--- src/rtl/cfgp_pkg.sv ---
package cfgp_pkg;

  // register indices of the configuration space
  localparam logic [7:0] IDX_EXIT       = 8'h02;
  localparam logic [7:0] IDX_LDN        = 8'h07;
  localparam logic [7:0] IDX_ID_HI      = 8'h20;
  localparam logic [7:0] IDX_ID_LO      = 8'h21;
  localparam logic [7:0] IDX_REV        = 8'h22;
  localparam logic [7:0] IDX_BANK_FIRST = 8'h30;
  localparam logic [7:0] IDX_ACT        = 8'h30;
  localparam logic [7:0] IDX_BASE_HI    = 8'h60;
  localparam logic [7:0] IDX_BASE_LO    = 8'h61;
  localparam logic [7:0] EXIT_CODE      = 8'h02;
  localparam logic [7:0] CLOSED_READ    = 8'hFF;

  typedef logic [1:0] key_pos_t;

  typedef struct packed {
    logic     done;
    key_pos_t pos;
  } key_step_t;

  // byte expected at each position of the unlock key
  function automatic logic [7:0] key_byte(key_pos_t p);
    case (p)
      2'd0:    return 8'h87;
      2'd1:    return 8'h01;
      default: return 8'h55;
    endcase
  endfunction

  // one step of key matching; a breaking byte is re-judged as a first byte
  function automatic key_step_t key_step(key_pos_t p, logic [7:0] b);
    key_step_t r;
    r = '0;
    if (b == key_byte(p)) begin
      if (p == 2'd3) r.done = 1'b1;
      else           r.pos  = p + 2'd1;
    end else if (b == key_byte(2'd0)) begin
      r.pos = 2'd1;
    end
    return r;
  endfunction

  function automatic logic is_banked(logic [7:0] idx);
    return idx >= IDX_BANK_FIRST;
  endfunction

  // global register read, independent of the selected bank
  function automatic logic [7:0] global_read(logic [7:0] idx, logic [7:0] ldn,
                                             logic [15:0] id, logic [3:0] rev);
    case (idx)
      IDX_LDN:   return ldn;
      IDX_ID_HI: return id[15:8];
      IDX_ID_LO: return id[7:0];
      IDX_REV:   return {4'h0, rev};
      default:   return 8'h00;
    endcase
  endfunction

  function automatic logic [7:0] bank_read(logic [7:0] idx, logic act, logic [15:0] base);
    case (idx)
      IDX_ACT:     return {7'b0, act};
      IDX_BASE_HI: return base[15:8];
      IDX_BASE_LO: return base[7:0];
      default:     return 8'h00;
    endcase
  endfunction

endpackage

--- src/rtl/cfgp_key_seq.sv ---
module cfgp_key_seq
  import cfgp_pkg::*;
(
  input  logic       clk,
  input  logic       rst_n,
  input  logic       idx_wr_i,
  input  logic [7:0] wbyte_i,
  input  logic       exit_i,
  output logic       open_o
);

  key_pos_t  pos_q;
  key_step_t step;
  logic      key_done;

  assign step     = key_step(pos_q, wbyte_i);
  assign key_done = !open_o && idx_wr_i && step.done;

  always_ff @(posedge clk) begin
    if (!rst_n) begin
      open_o <= 1'b0;
      pos_q  <= '0;
    end else if (open_o) begin
      if (exit_i) begin
        open_o <= 1'b0;
        pos_q  <= '0;
      end
    end else if (idx_wr_i) begin
      pos_q <= step.pos;
      if (step.done) open_o <= 1'b1;
    end
  end

  AST_KEY_OPENS: assert property (@(posedge clk) disable iff (!rst_n)
    key_done |=> open_o);
  AST_NO_OPEN_WITHOUT_KEY: assert property (@(posedge clk) disable iff (!rst_n)
    (!open_o && !key_done) |=> !open_o);
  AST_EXIT_CLOSES: assert property (@(posedge clk) disable iff (!rst_n)
    (open_o && exit_i) |=> (!open_o && pos_q == 2'd0));
  AST_STAYS_OPEN: assert property (@(posedge clk) disable iff (!rst_n)
    (open_o && !exit_i) |=> open_o);

endmodule

--- src/rtl/cfgp_dev_bank.sv ---
module cfgp_dev_bank
  import cfgp_pkg::*;
#(
  parameter int BASE_W = 16
) (
  input  logic              clk,
  input  logic              rst_n,
  input  logic              wr_i,
  input  logic [7:0]        idx_i,
  input  logic [7:0]        wdata_i,
  output logic              active_o,
  output logic [BASE_W-1:0] base_o,
  output logic [7:0]        rdata_o
);

  logic act_wr, hi_wr, lo_wr;

  assign act_wr = wr_i && idx_i == IDX_ACT;
  assign hi_wr  = wr_i && idx_i == IDX_BASE_HI;
  assign lo_wr  = wr_i && idx_i == IDX_BASE_LO;

  always_ff @(posedge clk) begin
    if (!rst_n) begin
      active_o <= 1'b0;
      base_o   <= '0;
    end else begin
      if (act_wr) active_o       <= wdata_i[0];
      if (hi_wr)  base_o[15:8]   <= wdata_i;
      if (lo_wr)  base_o[7:0]    <= wdata_i;
    end
  end

  assign rdata_o = bank_read(idx_i, active_o, base_o);

  AST_BANK_HOLDS: assert property (@(posedge clk) disable iff (!rst_n)
    !wr_i |=> ($stable(active_o) && $stable(base_o)));
  AST_ACT_WRITE: assert property (@(posedge clk) disable iff (!rst_n)
    act_wr |=> active_o == $past(wdata_i[0]));
  AST_BASE_HI_WRITE: assert property (@(posedge clk) disable iff (!rst_n)
    hi_wr |=> (base_o[15:8] == $past(wdata_i) && $stable(base_o[7:0])));

endmodule

--- src/rtl/cfgp_read_mux.sv ---
module cfgp_read_mux
  import cfgp_pkg::*;
#(
  parameter int          NUM_DEV  = 4,
  parameter logic [15:0] CHIP_ID  = 16'hA5C3,
  parameter logic [3:0]  CHIP_REV = 4'h6
) (
  input  logic                 rd_idx_i,
  input  logic                 rd_data_i,
  input  logic                 open_i,
  input  logic [7:0]           index_i,
  input  logic [7:0]           ldn_i,
  input  logic [NUM_DEV-1:0]   bank_hit_i,
  input  logic [NUM_DEV*8-1:0] bank_rdata_i,
  output logic [7:0]           rdata_o
);

  logic [7:0] bank_sel_data;

  always_comb begin
    bank_sel_data = 8'h00;
    for (int i = 0; i < NUM_DEV; i++) begin
      if (bank_hit_i[i]) bank_sel_data = bank_sel_data | bank_rdata_i[i*8 +: 8];
    end
  end

  always_comb begin
    rdata_o = 8'h00;
    if (rd_idx_i) begin
      rdata_o = open_i ? index_i : CLOSED_READ;
    end else if (rd_data_i) begin
      if (!open_i)                rdata_o = CLOSED_READ;
      else if (!is_banked(index_i)) rdata_o = global_read(index_i, ldn_i, CHIP_ID, CHIP_REV);
      else if (|bank_hit_i)       rdata_o = bank_sel_data;
      else                        rdata_o = CLOSED_READ;
    end
  end

endmodule

--- src/rtl/cfg_unlock_port.sv ---
module cfg_unlock_port
  import cfgp_pkg::*;
#(
  parameter logic [15:0] INDEX_ADDR = 16'h002E,
  parameter logic [15:0] DATA_ADDR  = 16'h002F,
  parameter int          NUM_DEV    = 4,
  parameter logic [15:0] CHIP_ID    = 16'hA5C3,
  parameter logic [3:0]  CHIP_REV   = 4'h6
) (
  input  logic                  clk,
  input  logic                  rst_n,
  input  logic [15:0]           io_addr,
  input  logic                  io_wr,
  input  logic                  io_rd,
  input  logic [7:0]            io_wdata,
  output logic [7:0]            io_rdata,
  output logic                  cfg_open,
  output logic [NUM_DEV-1:0]    dev_active,
  output logic [NUM_DEV*16-1:0] dev_base
);

  localparam int BASE_W = 16;

  logic                 hit_idx, hit_data;
  logic                 idx_wr, data_wr, exit_cmd, ldn_wr, bank_wr_any;
  logic [7:0]           index_q, ldn_q;
  logic [NUM_DEV-1:0]   bank_hit;
  logic [NUM_DEV*8-1:0] bank_rdata;

  assign hit_idx     = io_addr == INDEX_ADDR;
  assign hit_data    = io_addr == DATA_ADDR;
  assign idx_wr      = io_wr && hit_idx;
  assign data_wr     = io_wr && hit_data && cfg_open;
  assign exit_cmd    = data_wr && index_q == IDX_EXIT && io_wdata == EXIT_CODE;
  assign ldn_wr      = data_wr && index_q == IDX_LDN;
  assign bank_wr_any = data_wr && is_banked(index_q);

  cfgp_key_seq u_key (
    .clk      (clk),
    .rst_n    (rst_n),
    .idx_wr_i (idx_wr),
    .wbyte_i  (io_wdata),
    .exit_i   (exit_cmd),
    .open_o   (cfg_open)
  );

  always_ff @(posedge clk) begin
    if (!rst_n) begin
      index_q <= 8'h00;
      ldn_q   <= 8'h00;
    end else begin
      if (exit_cmd)                 index_q <= 8'h00;
      else if (idx_wr && cfg_open)  index_q <= io_wdata;
      if (ldn_wr)                   ldn_q   <= io_wdata;
    end
  end

  for (genvar g = 0; g < NUM_DEV; g++) begin : g_bank
    assign bank_hit[g] = ldn_q == 8'(g);
    cfgp_dev_bank #(.BASE_W(BASE_W)) u_bank (
      .clk      (clk),
      .rst_n    (rst_n),
      .wr_i     (bank_wr_any && bank_hit[g]),
      .idx_i    (index_q),
      .wdata_i  (io_wdata),
      .active_o (dev_active[g]),
      .base_o   (dev_base[g*BASE_W +: BASE_W]),
      .rdata_o  (bank_rdata[g*8 +: 8])
    );
  end

  cfgp_read_mux #(
    .NUM_DEV  (NUM_DEV),
    .CHIP_ID  (CHIP_ID),
    .CHIP_REV (CHIP_REV)
  ) u_mux (
    .rd_idx_i     (io_rd && hit_idx),
    .rd_data_i    (io_rd && hit_data),
    .open_i       (cfg_open),
    .index_i      (index_q),
    .ldn_i        (ldn_q),
    .bank_hit_i   (bank_hit),
    .bank_rdata_i (bank_rdata),
    .rdata_o      (io_rdata)
  );

  AST_CLOSED_READS_FF: assert property (@(posedge clk) disable iff (!rst_n)
    (io_rd && (hit_idx || hit_data) && !cfg_open) |-> io_rdata == 8'hFF);
  AST_CLOSED_NO_WRITE: assert property (@(posedge clk) disable iff (!rst_n)
    !cfg_open |=> ($stable(dev_active) && $stable(dev_base) && $stable(ldn_q)));
  AST_LDN_HOLDS: assert property (@(posedge clk) disable iff (!rst_n)
    !ldn_wr |=> $stable(ldn_q));
  AST_ONE_BANK: assert property (@(posedge clk) disable iff (!rst_n)
    $onehot0(bank_hit));
  AST_ID_VISIBLE: assert property (@(posedge clk) disable iff (!rst_n)
    (io_rd && hit_data && cfg_open && index_q == IDX_ID_HI) |-> io_rdata == CHIP_ID[15:8]);

endmodule

--- config.mk ---
export PLATFORM = sky130hd
export DESIGN_NAME = cfg_unlock_port
export DESIGN_NICKNAME = d
export VERILOG_FILES = /design/src/rtl/cfgp_pkg.sv /design/src/rtl/cfgp_key_seq.sv /design/src/rtl/cfgp_dev_bank.sv /design/src/rtl/cfgp_read_mux.sv /design/src/rtl/cfg_unlock_port.sv
export SDC_FILE = /design/constraint.sdc
export NUM_CORES = 1
export LEC_CHECK = 0
export CAP_MARGIN = 20
export CORE_ASPECT_RATIO = 2
export CORE_MARGIN = 2
export CORE_UTILIZATION = 47
export CTS_BUF_LIST = sky130_fd_sc_hd__clkbuf_8
export CTS_CLUSTER_DIAMETER = 150
export DETAILED_ROUTE_END_ITERATION = 6
export PLACE_DENSITY = 0.84
export SYNTH_ARGS = -nofsm -noshare
export SYNTH_HDL_FRONTEND = slang
export SYNTH_SLANG_ARGS = --single-unit
--- constraint.sdc ---
create_clock -name clk -period 2.25 [get_ports clk]
set_input_delay 0.5625 -clock clk [delete_from_list [all_inputs] [get_ports clk]]
set_output_delay 0.5625 -clock clk [all_outputs]
set_load 0.01 [all_outputs]
; ---- Word-level counts from Yosys, hierarchy flattened
; Cells that the tools add are included.
[op_classes]
add_sub_neg = 1
order_cmp = 1
eq_ne = 19
muxes = 28
bitwise = 4
reduce_logical = 32
[ops]
columns = operator, count
row1 = $pmux W8 S3, 4
row2 = $mux W8, 10
row3 = $eq A16 B6 Y1 const B, 2
row4 = $eq A8 B2 Y1 const B, 4
row5 = $eq A8 B6 Y1 const B, 4
row6 = $pmux W8 S4, 1
row7 = $logic_and A1 B1 Y1, 26
row8 = $or A8 B8 Y8, 3
row9 = $eq A8 B7 Y1 const B, 2
row10 = $pmux W8 S2, 1
row11 = $mux W2, 5
row12 = $eq A8 B1 Y1 const B, 1
row13 = $eq A8 B3 Y1 const B, 1
row14 = $eq A8 B8 Y1, 1
row15 = $eq A8 B8 Y1 const B, 1
row16 = $ge A8 B6 Y1 const B, 1
row17 = $logic_not A8 Y1, 1
row18 = $mux W1, 7
row19 = $reduce_or A4 Y1, 1
row20 = $add A2 B1 Y2 const B, 1
row21 = $eq A2 B1 Y1 const B, 1
row22 = $eq A2 B2 Y1 const B, 1
row23 = $logic_not A2 Y1, 1
row24 = $ne A2 B2 Y1 const B, 1
row25 = 4 further kinds, 4
[totals]
reg_bits = 87
in_bits = 28
elab_cells = 101

; ---- Depth between registers and ports, before layout
; Gate-level depths: netlist of the first run.
[logic_depth]
word_depth = 14
ltp_mapped = 7
mapped_depth_nobuf = 7

; ---- Modules after synthesis
; A second synthesis of the first run with hierarchy kept.
[unflattened]
hier_cells = 547
area_unflattened_um2 = 5029.8
[modules_own_cells]
columns = module, instances, cells_each, area_per_inst_um2
row1 = cfgp_dev_bank, 4, 82, 813.3
row2 = cfg_unlock_port, 1, 115, 973.4
row3 = cfgp_read_mux, 1, 67, 474.2
row4 = cfgp_key_seq, 1, 37, 329.1

; ---- Worst setup path after synthesis of the first run
; No wires, ideal clock.
[synth_timing]
path_kind = register to output
from = register index_q[1]
to = output port io_rdata[5]
arrival_ns = 1.902
slack_ns = -0.215
path_stages_with_launch = 6
n_path_buf = 1
cell_sequence = dfxtp_1 > buf_2 > or4b_1 > nor4_4 > a221oi_1 > o32ai_1
[synth_via]
elab_chain_len = 14
[synth_rtl]
columns = element, line_no
row1 = from (decl), cfg_unlock_port.sv:26  ; logic [7:0] index_q, ldn_q;
row2 = from (signal assigned), cfg_unlock_port.sv:53  ; else if (idx_wr && cfg_open) index_q <= io_wdata;
row3 = $eq A8 B7 Y1 / $eq A8 B6 Y1 (equally long branches), cfgp_pkg.sv:62  ; case (idx)
row4 = $pmux W8 S3, cfgp_pkg.sv:62
row5 = $mux W8, cfgp_read_mux.sv:23  ; if (bank_hit_i[i]) bank_sel_data = bank_sel_data | bank_rdata_i[i*8 +: 8];
row6 = $or A8 B8 Y8, cfgp_read_mux.sv:23
row7 = $mux W8, cfgp_read_mux.sv:23
row8 = $or A8 B8 Y8, cfgp_read_mux.sv:23
row9 = $mux W8, cfgp_read_mux.sv:23
row10 = $or A8 B8 Y8, cfgp_read_mux.sv:23
row11 = $mux W8, cfgp_read_mux.sv:23
row12 = $mux W8, cfgp_read_mux.sv:34  ; else if (|bank_hit_i) rdata_o = bank_sel_data;
row13 = $mux W8 (*), cfgp_read_mux.sv:33  ; else if (!is_banked(index_i)) rdata_o = global_read(index_i, ldn_i, CHIP_ID, CHIP_REV);
row14 = $mux W8 (*), cfgp_read_mux.sv:32  ; if (!open_i) rdata_o = CLOSED_READ;
row15 = $mux W8 (*), cfgp_read_mux.sv:31  ; end else if (rd_data_i) begin
row16 = $mux W8 (*), cfgp_read_mux.sv:29  ; if (rd_idx_i) begin
row17 = to (decl), cfg_unlock_port.sv:16  ; output logic [7:0] io_rdata,
; Mark *: on every way between the ends. The rest lies on a longest branch, timed or not.

; ---- Worst setup path after layout of the first run
[layout_timing]
from = register index_q[0]
to = output port io_rdata[1]
; Same word-level chain as after synthesis.

==> metrics.md, run 1 <==
| Metric | Value |
|---|---|
| Outcome | finished, violations left |
| Failing checks | setup timing |
| Class of the worst hold path | register to register |
| Pleak | 2.92 nW |
| Max Slew Vio Count | 0 |
| Mapped cell area | 4620 um^2 |
| Ratio of cells with drive above 1 in the final layout | 38.2% |
| CTS tree | yes |
| Ys Warns | 0 |
| Gr ovfl total | 0 |
| Dpl cell area | 6830 um^2 |
| Count of final setup violators | 14 |
| Worst slew margin | 68.4% |
| Post-synth EDFFs | 0 |
| Fillers | 607 |
| Slew @ Worst Pin | 0.467 ns |
| Starting Density | 48.0% |
| Sequential element share of the synthesized area | 37.7% |
| Placer Congestion | 0.964 |
| Number of global-route vias before repair | 5211 |
| DP Wirelength | 12700 um |
| Antenna Cells | 0 |
| # clock sinks | 87 |
| Die X-Extent | 74.1 um |
| Fmax | 351 MHz |
| Max-Cap Viols | 0 |
| Final Worst Setup Slack | -0.596 ns |
| Drt wl/cell | 22.4 um |
| Post-Syn Nets | 489 |
| Clock Latency Late Sink | 0.39 ns |
| Core Region | 9640 um^2 |
| Worst vdd ir | 0.513 mV |
| Cts hold-fix bufs | 0 |
| Final instance area | 7300 um^2 |
| Reg clk slew, reported paths | 0.08 ns |
| Drt drc | 0 |
| RSZ-0062 raised after global routing | yes |
| Post-route ant nets | 0 |
| Synth top area cells | dfxtp_1 (38%), mux2i_1 (18%), nand2_1 (6.4%), mux4_2 (6.3%), nor2_8 (3.5%) |
| GRT Overall Usage | 36.4% |
| Post-synthesis cell type count | 55 |
| Crit path time final | 2.85 ns |
| CP Capture Type | output pin |
| Top FF cell, synth | dfxtp_1 |
| Yosys reg bits | 87 |
| Overall power | 2.72 mW |
| Commonest non-fill, non-tap cell in the layout | buf_4 |
| Iteration-0 DRC Markers | 366 |
| Area grow syn2layout | 57.9% |
| Post-synthesis async set-or-reset flop share | 0% |
| DIE AREA | 10700 um^2 |
| Syn Inst Count | 456 |
| Top cell type's share of synthesized area | 37.7% |
| Largest net degree at the start of global routing | 41 |
| Final hold vios | 0 |
| Commonest cells after routing, fill and taps aside | buf_4 (128), dfxtp_1 (82), mux2i_1 (80), clkdlybuf4s50_1 (80), nand2_1 (78) |
| Pre-Repair DR Iteration Count | 5 |
| Reg area | 1750 um^2 |
| Clock skew | 0.00794 ns |
| TritonCTS buffer count | 9 |
| # IOs | 105 |
| Cell Pwr Density | 373 nW/um^2 |
| Total wire length | 18500 um |
| Nets | 720 |
| Bufs on Longest Clock Path | 2 |
| Synth area leader | dfxtp_1 |
| Final Cycle Share | 126% |
| Initial antenna violation count | 0 |
| First-pass GRT wire length | 28000 um |
| Final std cells w/o fill | 824 |
| Worst path arrival time | 2.28 ns |
| Rows | 51 |
| Synthesized area per cell | 10.1 um^2 |
| Worst Path Class, Setup | register to output pin |
| Vias | 4991 |
| CP Launch Type | register |
| CTS root buf | clkbuf_8 |
| Crit path max fanout | 5 |
| Vias per cell | 6.06 |
| PortBufs | 104 |
| Die H | 144 um |
| Post-Place Cells | 800 |
| H-tree depth | 3 |
| CP Data Required Time | 1.69 ns |
| Multi-input logic area | 3020 um^2 |
[synthesized netlist by cell type (all sizes together) (3+ instances only)]
cell type	number
buf	20
and3	4
nand2	79
a221oi	3
nand3	7
ha	5
o21ai	7
mux2i	83
clkbuf	10
nor3	3
a21oi	8
nor2b	9
mux4	13
nor2	26
or3	3
a211oi	3
dfxtp	87
and2	3
a22o	3
o31ai	5
inv	6
o22ai	7
nand4	5
nor4	11
mux2	10
o211ai	5
nor4b	3
a31oi	4
or4b	3
[registers in the layout, summed over array words and instances (netlist names)]
| signal | flops |
|---|---|
| g_bank.u_bank.base_o | 64 |
| index_q | 8 |
| ldn_q | 8 |
| g_bank.u_bank.active_o | 4 |
| u_key.pos_q | 2 |
| u_key.open_o | 1 |
[where the power goes]
| part | total, mW | leakage (nW) | internal [mW] | switching, mW |
|---|---|---|---|---|
| Clock | 1.01 | 0.0977 | 0.450 | 0.563 |
| Combinational | 0.172 | 2.11 | 0.0702 | 0.102 |
| Sequential | 1.54 | 0.703 | 1.54 | 0.00000000393 |
[final cells by class]
type	count	area share [%]
timing repair buffer	249	29.7
clock inverter	5	0.343
clock buffer	11	2.07
tap	132	2.26
inverter	6	0.308
sequential	87	24.0
multi-input combinational	334	41.3
[through the flow]
stage          setup WS [ns]  hold slack, ns  utilization, %  TNS (ns)
6_report              -0.596           0.486            75.8     -4.30
5_1_grt               -0.614           0.503            75.8     -5.17
4_1_cts               -0.552           0.489            74.8     -3.86
3_5_place_dp           -1.09           0.478            70.9    -66.87
3_3_place_gp           -1.06           0.462            70.9    -62.41
2_1_floorplan         -0.122           0.455               -     -7.84
[layer usage]
metal  share of wire, %  vias to the layer above  track usage, %  wire (um)
met5                  0                        -               0          0
met4                 10                        0            30.7       1940
met3                7.5                      143            11.6       1390
met2                 52                      355            62.3       9590
met1                 30                     2372            33.3       5550
li1                   -                     2121               -          -
[worst max-delay path: stages, from the launching register on]
cell and delay [ns]:
dfxtp_4 0.39, buf_6 0.11, buf_6 0.09, mux4_2 0.58
mux2_4 0.31, a21oi_4 0.13, o22ai_2 0.11, buf_2 0.17
[final timing paths]
| check | start | end | slack [ns] | depth (start not counted) |
|---|---|---|---|---|
| max | index_q[0] | io_rdata[1] | -0.60 | 7 |
| min | g_bank[2].u_bank.base_o[11] | g_bank[2].u_bank.base_o[11] | 0.49 | 2 |
| max reg2reg | index_q[0] | u_key.pos_q[0] | 0.03 | 7 |
| min reg2reg | g_bank[2].u_bank.base_o[11] | g_bank[2].u_bank.base_o[11] | 0.49 | 2 |
[cell families after synthesis]
kind of cell,after synthesis,share of synthesized area (%)
fa+ha+maj,5,1.35
simple gates,166,21.9
flops,87,37.7
mux,106,26.7
buf+inv,36,3.90
compound gates,55,8.28
xor+xnor,1,0.189
[timing repair]
action | 4_1_cts | 5_1_grt
resized for setup | 109 | 25
endpoints found under the hold margin | 0 | 0
cloned | 1 | 0
buffers inserted | 8 | 0
endpoints found under the setup margin | 95 | 93
pin swaps | 27 | 11
No activity file was read; power rests on OpenSTA's default activity.
==> inputs of run 2 (changes only) <==
--- a/config.mk
+++ b/config.mk
@@ -5,14 +5,15 @@
 export SDC_FILE = /design/constraint.sdc
 export NUM_CORES = 1
 export LEC_CHECK = 0
+export ABC_AREA = 1
 export CAP_MARGIN = 20
 export CORE_ASPECT_RATIO = 2
 export CORE_MARGIN = 2
-export CORE_UTILIZATION = 47
+export CORE_UTILIZATION = 48
 export CTS_BUF_LIST = sky130_fd_sc_hd__clkbuf_8
 export CTS_CLUSTER_DIAMETER = 150
 export DETAILED_ROUTE_END_ITERATION = 6
-export PLACE_DENSITY = 0.84
+export PLACE_DENSITY = 0.85
 export SYNTH_ARGS = -nofsm -noshare
 export SYNTH_HDL_FRONTEND = slang
 export SYNTH_SLANG_ARGS = --single-unit
==> run 2 against run 1 <==
Against the previous run:
- the run ends with DRC, setup timing left
- area after synthesis is 7.5% higher
- via count is 36% higher
- clock-buffer cell count is 2 lower
- combinational power is 3% lower
- sequential power hardly changed
- sequential cell count stayed put
- utilization is 0.12 points lower
- sequential share of layout area is 1.0 points lower
- fmax is 1.9% lower
- worst hold slack better by 0.061 ns
- largest power group unchanged
- final area is 4.5% higher
==> metrics.md, run 2 <==
| Metric | Value |
|---|---|
| Ratio of cells with drive above 1 in the final layout | 25.4% |
| Drt drc | 31 |
| Overall power | 2.94 mW |
| Area grow syn2layout | 53.4% |
| # IOs | 105 |
| Clock Latency Late Sink | 0.38 ns |
| Worst vdd ir | 0.416 mV |
| Dpl cell area | 6770 um^2 |
| Cell Pwr Density | 385 nW/um^2 |
| Nets | 1030 |
| Pleak | 3.53 nW |
| Gr ovfl total | 0 |
| Final hold vios | 0 |
| Slew @ Worst Pin | 0.392 ns |
| Post-synthesis cell type count | 42 |
| Pre-Repair DR Iteration Count | 7 |
| Crit path max fanout | 6 |
| PortBufs | 104 |
| Max-Cap Viols | 0 |
| Die H | 148 um |
| Worst slew margin | 73.9% |
| Crit path time final | 2.90 ns |
| Worst path arrival time | 2.34 ns |
| DP Wirelength | 13200 um |
| TritonCTS buffer count | 9 |
| Mapped cell area | 4970 um^2 |
| Bufs on Longest Clock Path | 2 |
| Internal Power | 2.23 mW |
| Multi-input logic area | 2980 um^2 |
| Cts hold-fix bufs | 0 |
| H-tree depth | 3 |
| Hold path depth | 4 |
| Total wire length | 22900 um |
| Synthesized area per cell | 6.35 um^2 |
| Class of the worst hold path | register to register |
| Top FF cell, synth | dfxtp_1 |
| Failing checks | DRC, setup timing |
| CP Capture Type | output pin |
| Outcome | finished, violations left |
| Commonest cells after routing, fill and taps aside | nand2_1 (276), buf_4 (100), clkdlybuf4s50_1 (95) |
| Drt wl/cell | 20.1 um |
| Worst Path Class, Setup | register to output pin |
| Vias per cell | 5.98 |
| Antenna Cells | 0 |
| Die X-Extent | 76.0 um |
| Largest net degree at the start of global routing | 54 |
| Most common library cells after synthesis | nand2_1 (288), inv_1 (95), a21oi_1 (89) |
| Iteration-0 DRC Markers | 862 |
| Final instance area | 7630 um^2 |
| Max Slew Vio Count | 0 |
| Sw Share | 24.3% |
| # clock sinks | 87 |
| Starting Density | 49.3% |
| Core Region | 10100 um^2 |
| Final Cycle Share | 129% |
| FF-to-FF path depth | 10 |
| Largest reg by FF count | g_bank.u_bank.base_o |
| Synth top area cells | dfxtp_1 (35%), nand2_1 (22%), a21oi_1 (9.0%), inv_1 (7.2%), nand3_1 (4.4%) |
| CTS tree | yes |
| First-pass GRT wire length | 31900 um |
| Commonest non-fill, non-tap cell in the layout | nand2_1 |
| Number of flip-flops under the largest register name | 64 |
| Sequential element share of the synthesized area | 35.0% |
| Most frequent cell after synthesis | nand2_1 |
| Placer Congestion | 0.965 |
| Post-Syn Nets | 816 |
| Syn Inst Count | 783 |
| Comb pwr share | 5.7% |
| Final Worst Setup Slack | -0.650 ns |
| Initial antenna violation count | 0 |
| Yosys reg bits | 87 |
| Top cell type's share of synthesized area | 35.0% |
| Post-route ant nets | 0 |
| Net load switching power | 0.713 mW |
| Fillers | 668 |
| Post-synth EDFFs | 0 |
| Min Hold Slack | 0.547 ns |
| Ys Warns | 0 |
| Rows | 52 |
| Clk pwr share | 42.0% |
| Largest registers | g_bank.u_bank.base_o (64), index_q (8), ldn_q (8) |
| Reg area | 1750 um^2 |
| Fmax | 345 MHz |
| CTS root buf | clkbuf_8 |
| Count of final setup violators | 8 |
| DIE AREA | 11200 um^2 |
| Synth area leader | dfxtp_1 |
| Vias | 6795 |
| RSZ-0062 raised after global routing | yes |
| CP Launch Type | register |
| CP Data Required Time | 1.69 ns |
| Clock skew | 0.00699 ns |
| Number of global-route vias before repair | 6500 |
| Post-synthesis async set-or-reset flop share | 0% |
| Reg clk slew, reported paths | 0.09 ns |
| GRT Overall Usage | 36.3% |
| Seq pwr share | 52.3% |
| Place WS | -0.714 ns |
==> run 2: changes by cell type after synthesis, moves of 26 or more <==
| cell | before | now |
|---|---|---|
| nand2_1 | 79 | 288 |
| mux2i_1 | 83 | 0 |
| o21ai_0 | 7 | 33 |
| a21oi_1 | 8 | 89 |
| nand3_1 | 7 | 44 |
| inv_1 | 6 | 95 |
==> run 2: power by group through the flow <==
stage | logic, mW | clock network, mW | registers [mW]
floorplan | 0.0540 | 0 | 1.57
global placement | 0.155 | 0 | 1.57
detailed placement | 0.158 | 0 | 1.57
CTS | 0.159 | 1.19 | 1.54
global route | 0.170 | 1.28 | 1.54
finish | 0.167 | 1.23 | 1.54
==> run 2: per-stage QoR <==
stage / util, % / instances / setup TNS, ns
after floorplan: - / 783 / 0
after global placement: 67.1 / 1088 / -18.49
after detailed placement: 67.1 / 1088 / -23.29
after CTS: 73.4 / 1128 / -3.03
after global routing: 75.7 / 1136 / -5.38
final: 75.7 / 1136 / -4.55
==> run 2: critical path: stages (launching register included) <==
cell and delay, ns:
dfxtp_2 0.33, inv_2 0.06, nand2_4 0.06, nor2_8 0.18, buf_6 0.13, buf_6 0.11
buf_8 0.13, buf_4 0.11, nand3_2 0.09, o21ai_2 0.10, nand2_1 0.10, nand2_1 0.09
nor2_1 0.05, nand2_1 0.06, nand2_1 0.05, nand2_1 0.08, nand2_1 0.05, nand2_1 0.07
buf_6 0.11
==> run 2: area by class of cell <==
cell class                 count  area share (%)
tap                          135            2.21
clock inverter                 6            1.13
timing repair buffer         224            27.1
sequential                    87            23.0
clock buffer                   9            1.62
inverter                     115            5.85
multi-input combinational    560            39.1
==> run 2: layer usage <==
layer  global-route usage (%)  vias to the layer above  wire, um
met3                     7.63                      278      2440
met1                     33.9                     2972      6720
met4                     33.5                        0      2820
li1                         -                     2890         -
met2                     64.8                      655     10900
met5                        0                        -         0
==> run 2: final timing paths <==
path	to	slack, ns	start
setup / recovery	io_rdata[6]	-0.65	index_q[4]
hold / removal	g_bank[0].u_bank.base_o[13]	0.55	g_bank[0].u_bank.base_o[13]
setup reg to reg	g_bank[2].u_bank.base_o[5]	0.26	ldn_q[1]
hold reg to reg	g_bank[0].u_bank.base_o[13]	0.55	g_bank[0].u_bank.base_o[13]
==> run 2: timing repair <==
action | in CTS | in global routing
buffers inserted | 24 | 8
gates resized for setup | 94 | 51
endpoints found under the setup margin | 8 | 19
pin swaps | 36 | 29
gates cloned | 3 | 3
==> run 2: logic make-up (layout without fill, tap and decap cells) <==
logic type	count (synthesis)	after routing	synth area share, %
buf+inv	140	354	12.0
xor+xnor	1	1	0.176
simple gates	412	416	37.0
flops	87	87	35.0
compound gates	138	138	14.6
fa+ha+maj	5	5	1.26
==> inputs of run 3 (changes only) <==
--- a/config.mk
+++ b/config.mk
@@ -7,7 +7,7 @@
 export LEC_CHECK = 0
 export ABC_AREA = 1
 export CAP_MARGIN = 20
-export CORE_ASPECT_RATIO = 2
+export CORE_ASPECT_RATIO = 0.9
 export CORE_MARGIN = 2
 export CORE_UTILIZATION = 48
 export CTS_BUF_LIST = sky130_fd_sc_hd__clkbuf_8
==> run 3 against run 2 <==
Against the previous run:
- the flow still finishes with violations (DRC, setup timing)
- via count shrank 4.1%
- die area shrank 0.43%
- clock skew grew 0.0049 ns
- final cell count shrank 1.7%
- sequential share of layout area grew 0.32 points
- critical path depth shrank 4
- clock-buffer cell count is the same
- fmax grew 0.31%
- first-iteration DRC count grew 10%
- critical path type unchanged
- critical endpoint is now io_rdata[4]
- largest power group unchanged
- highest routed layer unchanged
==> metrics.md, run 3 (synthesized netlist as in run 2, its figures left out) <==
| Metric | Value |
|---|---|
| Total wire length | 20700 um |
| Vias per cell | 5.83 |
| Worst slew margin | 62.7% |
| Final Cycle Share | 128% |
| Clock Latency Late Sink | 0.38 ns |
| First-pass GRT wire length | 27800 um |
| Final Worst Setup Slack | -0.641 ns |
| PortBufs | 104 |
| # IOs | 105 |
| Slew @ Worst Pin | 0.559 ns |
| CP Capture Type | output pin |
| CTS tree | yes |
| Largest registers | g_bank.u_bank.base_o (64), index_q (8), ldn_q (8) |
| Final std cells w/o fill | 1117 |
| Dpl cell area | 6650 um^2 |
| Max-Cap Viols | 0 |
| Final instance area | 7530 um^2 |
| Bufs on Longest Clock Path | 2 |
| Failing checks | DRC, setup timing |
| Initial antenna violation count | 0 |
| Overall power | 2.97 mW |
| CP top delay family | simple AND/OR/NAND/NOR gates |
| Top cell by count, worst path | nand2_1 |
| Drt wl/cell | 18.6 um |
| CP Launch Type | register |
| Commonest cells after routing, fill and taps aside | nand2_1 (262), clkdlybuf4s50_1 (95), inv_1 (85) |
| Fillers | 707 |
| Max Slew Vio Count | 0 |
| Antenna Cells | 0 |
| Vias | 6516 |
| # clock sinks | 87 |
| Die X-Extent | 111 um |
| Drt drc | 13 |
| Area grow syn2layout | 51.5% |
| DIE AREA | 11200 um^2 |
| Cell Pwr Density | 394 nW/um^2 |
| Critical-path cell list | inv_2 -> nand2_4 -> nor2_4 -> buf_6 -> buf_6 -> nand2_4 -> o22ai_1 -> nand2_1 -> nand3_2 -> nand2_1 -> nand2_2 -> nand2_1 -> nand2_1 -> buf_2 |
| Core Region | 10200 um^2 |
| Largest reg by FF count | g_bank.u_bank.base_o |
| Worst path arrival time | 2.33 ns |
| CP Data Required Time | 1.69 ns |
| Worst vdd ir | 0.296 mV |
| Number of global-route vias before repair | 5648 |
| Rows | 35 |
| Die H | 101 um |
| Crit path max fanout | 4 |
| Iteration-0 DRC Markers | 948 |
| Placer Congestion | 1.00 |
| Starting Density | 49.0% |
| Pleak | 3.46 nW |
| Count of final setup violators | 14 |
| GRT Overall Usage | 31.0% |
| DP Wirelength | 11400 um |
| Ratio of cells with drive above 1 in the final layout | 26.0% |
| Crit-path max cell delay | 0.33 ns |
| Outcome | finished, violations left |
| RSZ-0062 raised after global routing | yes |
| Final hold vios | 0 |
| Critical path's slowest cell | dfxtp_2 |
| Worst Path Class, Setup | register to output pin |
| Pre-Repair DR Iteration Count | 7 |
| Number of flip-flops under the largest register name | 64 |
| Cts hold-fix bufs | 0 |
| Post-route ant nets | 0 |
| Fmax | 346 MHz |
| H-tree depth | 3 |
| Reg clk slew, reported paths | 0.10 ns |
| CTS root buf | clkbuf_8 |
| Post-Place Cells | 1068 |
| Commonest non-fill, non-tap cell in the layout | nand2_1 |
| Gr ovfl total | 0 |
| WP buf/inv | 4 |
| Largest net degree at the start of global routing | 46 |
| Clock skew | 0.0119 ns |
| TritonCTS buffer count | 9 |
| Crit path time final | 2.89 ns |
| Class of the worst hold path | register to register |
| Nets | 1017 |
run 3: changes by cell type in the layout (fill, tap and decap cells not counted), sizes merged:
cell      delta
clkbuf       +2
clkinvlp     -1
clkinv       -3
inv          +4
nor2         -1
buf         -14
run 3: report_power, final:
part | leakage, nW | switching (mW) | internal [mW] | total [mW]
clock network | 0.113 | 0.629 | 0.639 | 1.27
logic | 2.64 | 0.0979 | 0.0680 | 0.166
registers | 0.706 | 0.000000176 | 1.54 | 1.54
run 3: final timing paths:
kind                            endpoint  slack, ns  cells after the start                         from
max                          io_rdata[4]      -0.64                     14                   index_q[2]
min          g_bank[0].u_bank.base_o[11]       0.54                      4  g_bank[0].u_bank.base_o[11]
max reg2reg    g_bank[2].u_bank.active_o       0.08                     16                     ldn_q[3]
min reg2reg  g_bank[0].u_bank.base_o[11]       0.54                      4  g_bank[0].u_bank.base_o[11]
run 3: repair_timing:
action                                  4_1_cts  5_1_grt
gates cloned                                  2        5
resized for setup                           101       61
hold endpoints to repair                      0        0
pin swaps                                    42       30
setup buffers                                27        4
endpoints found under the setup margin        8       38
run 3: layout make-up:
class	instances	area, um^2	area share [%]
Timing Repair Buffer	212	2000	26.5
Multi-Input combinational cell	559	2930	38.9
Clock buffer	9	124	1.64
Inverter	115	467	6.19
Clock inverter	6	97.6	1.30
Sequential cell	87	1760	23.3
Tap cell	129	161	2.14
run 3: through the flow:
stage / setup TNS, ns / setup WS, ns / hold slack [ns] / utilization [%]
after floorplan: 0 / 0.180 / 0.468 / -
after global placement: -19.62 / -0.601 / 0.520 / 65.5
after detailed placement: -23.02 / -0.661 / 0.523 / 65.5
after CTS: -2.69 / -0.370 / 0.542 / 71.1
after global routing: -7.91 / -0.677 / 0.574 / 74.2
final: -4.53 / -0.641 / 0.542 / 74.2
run 3: layer usage:
metal	wire length (um)	vias to the layer above	share of wire, %	track usage [%]
met5	0	-	0	0
met1	7550	2835	36	40.0
met2	8890	590	43	50.8
met3	2710	209	13	5.23
met4	1600	0	7.7	15.3
li1	-	2882	-	-
run 3: worst reg2reg max path: stages, from the launching register on:
cell and delay (ns):
dfxtp_1 0.39, inv_2 0.06, nand2_2 0.11, buf_6 0.16, nor2_4 0.06, nand2_2 0.11, inv_4 0.08, buf_4 0.14
buf_4 0.13, buf_4 0.13, buf_4 0.13, buf_4 0.13, buf_4 0.12, nand3_1 0.11, nand2_1 0.08, nand2_1 0.07
nor2_1 0.04
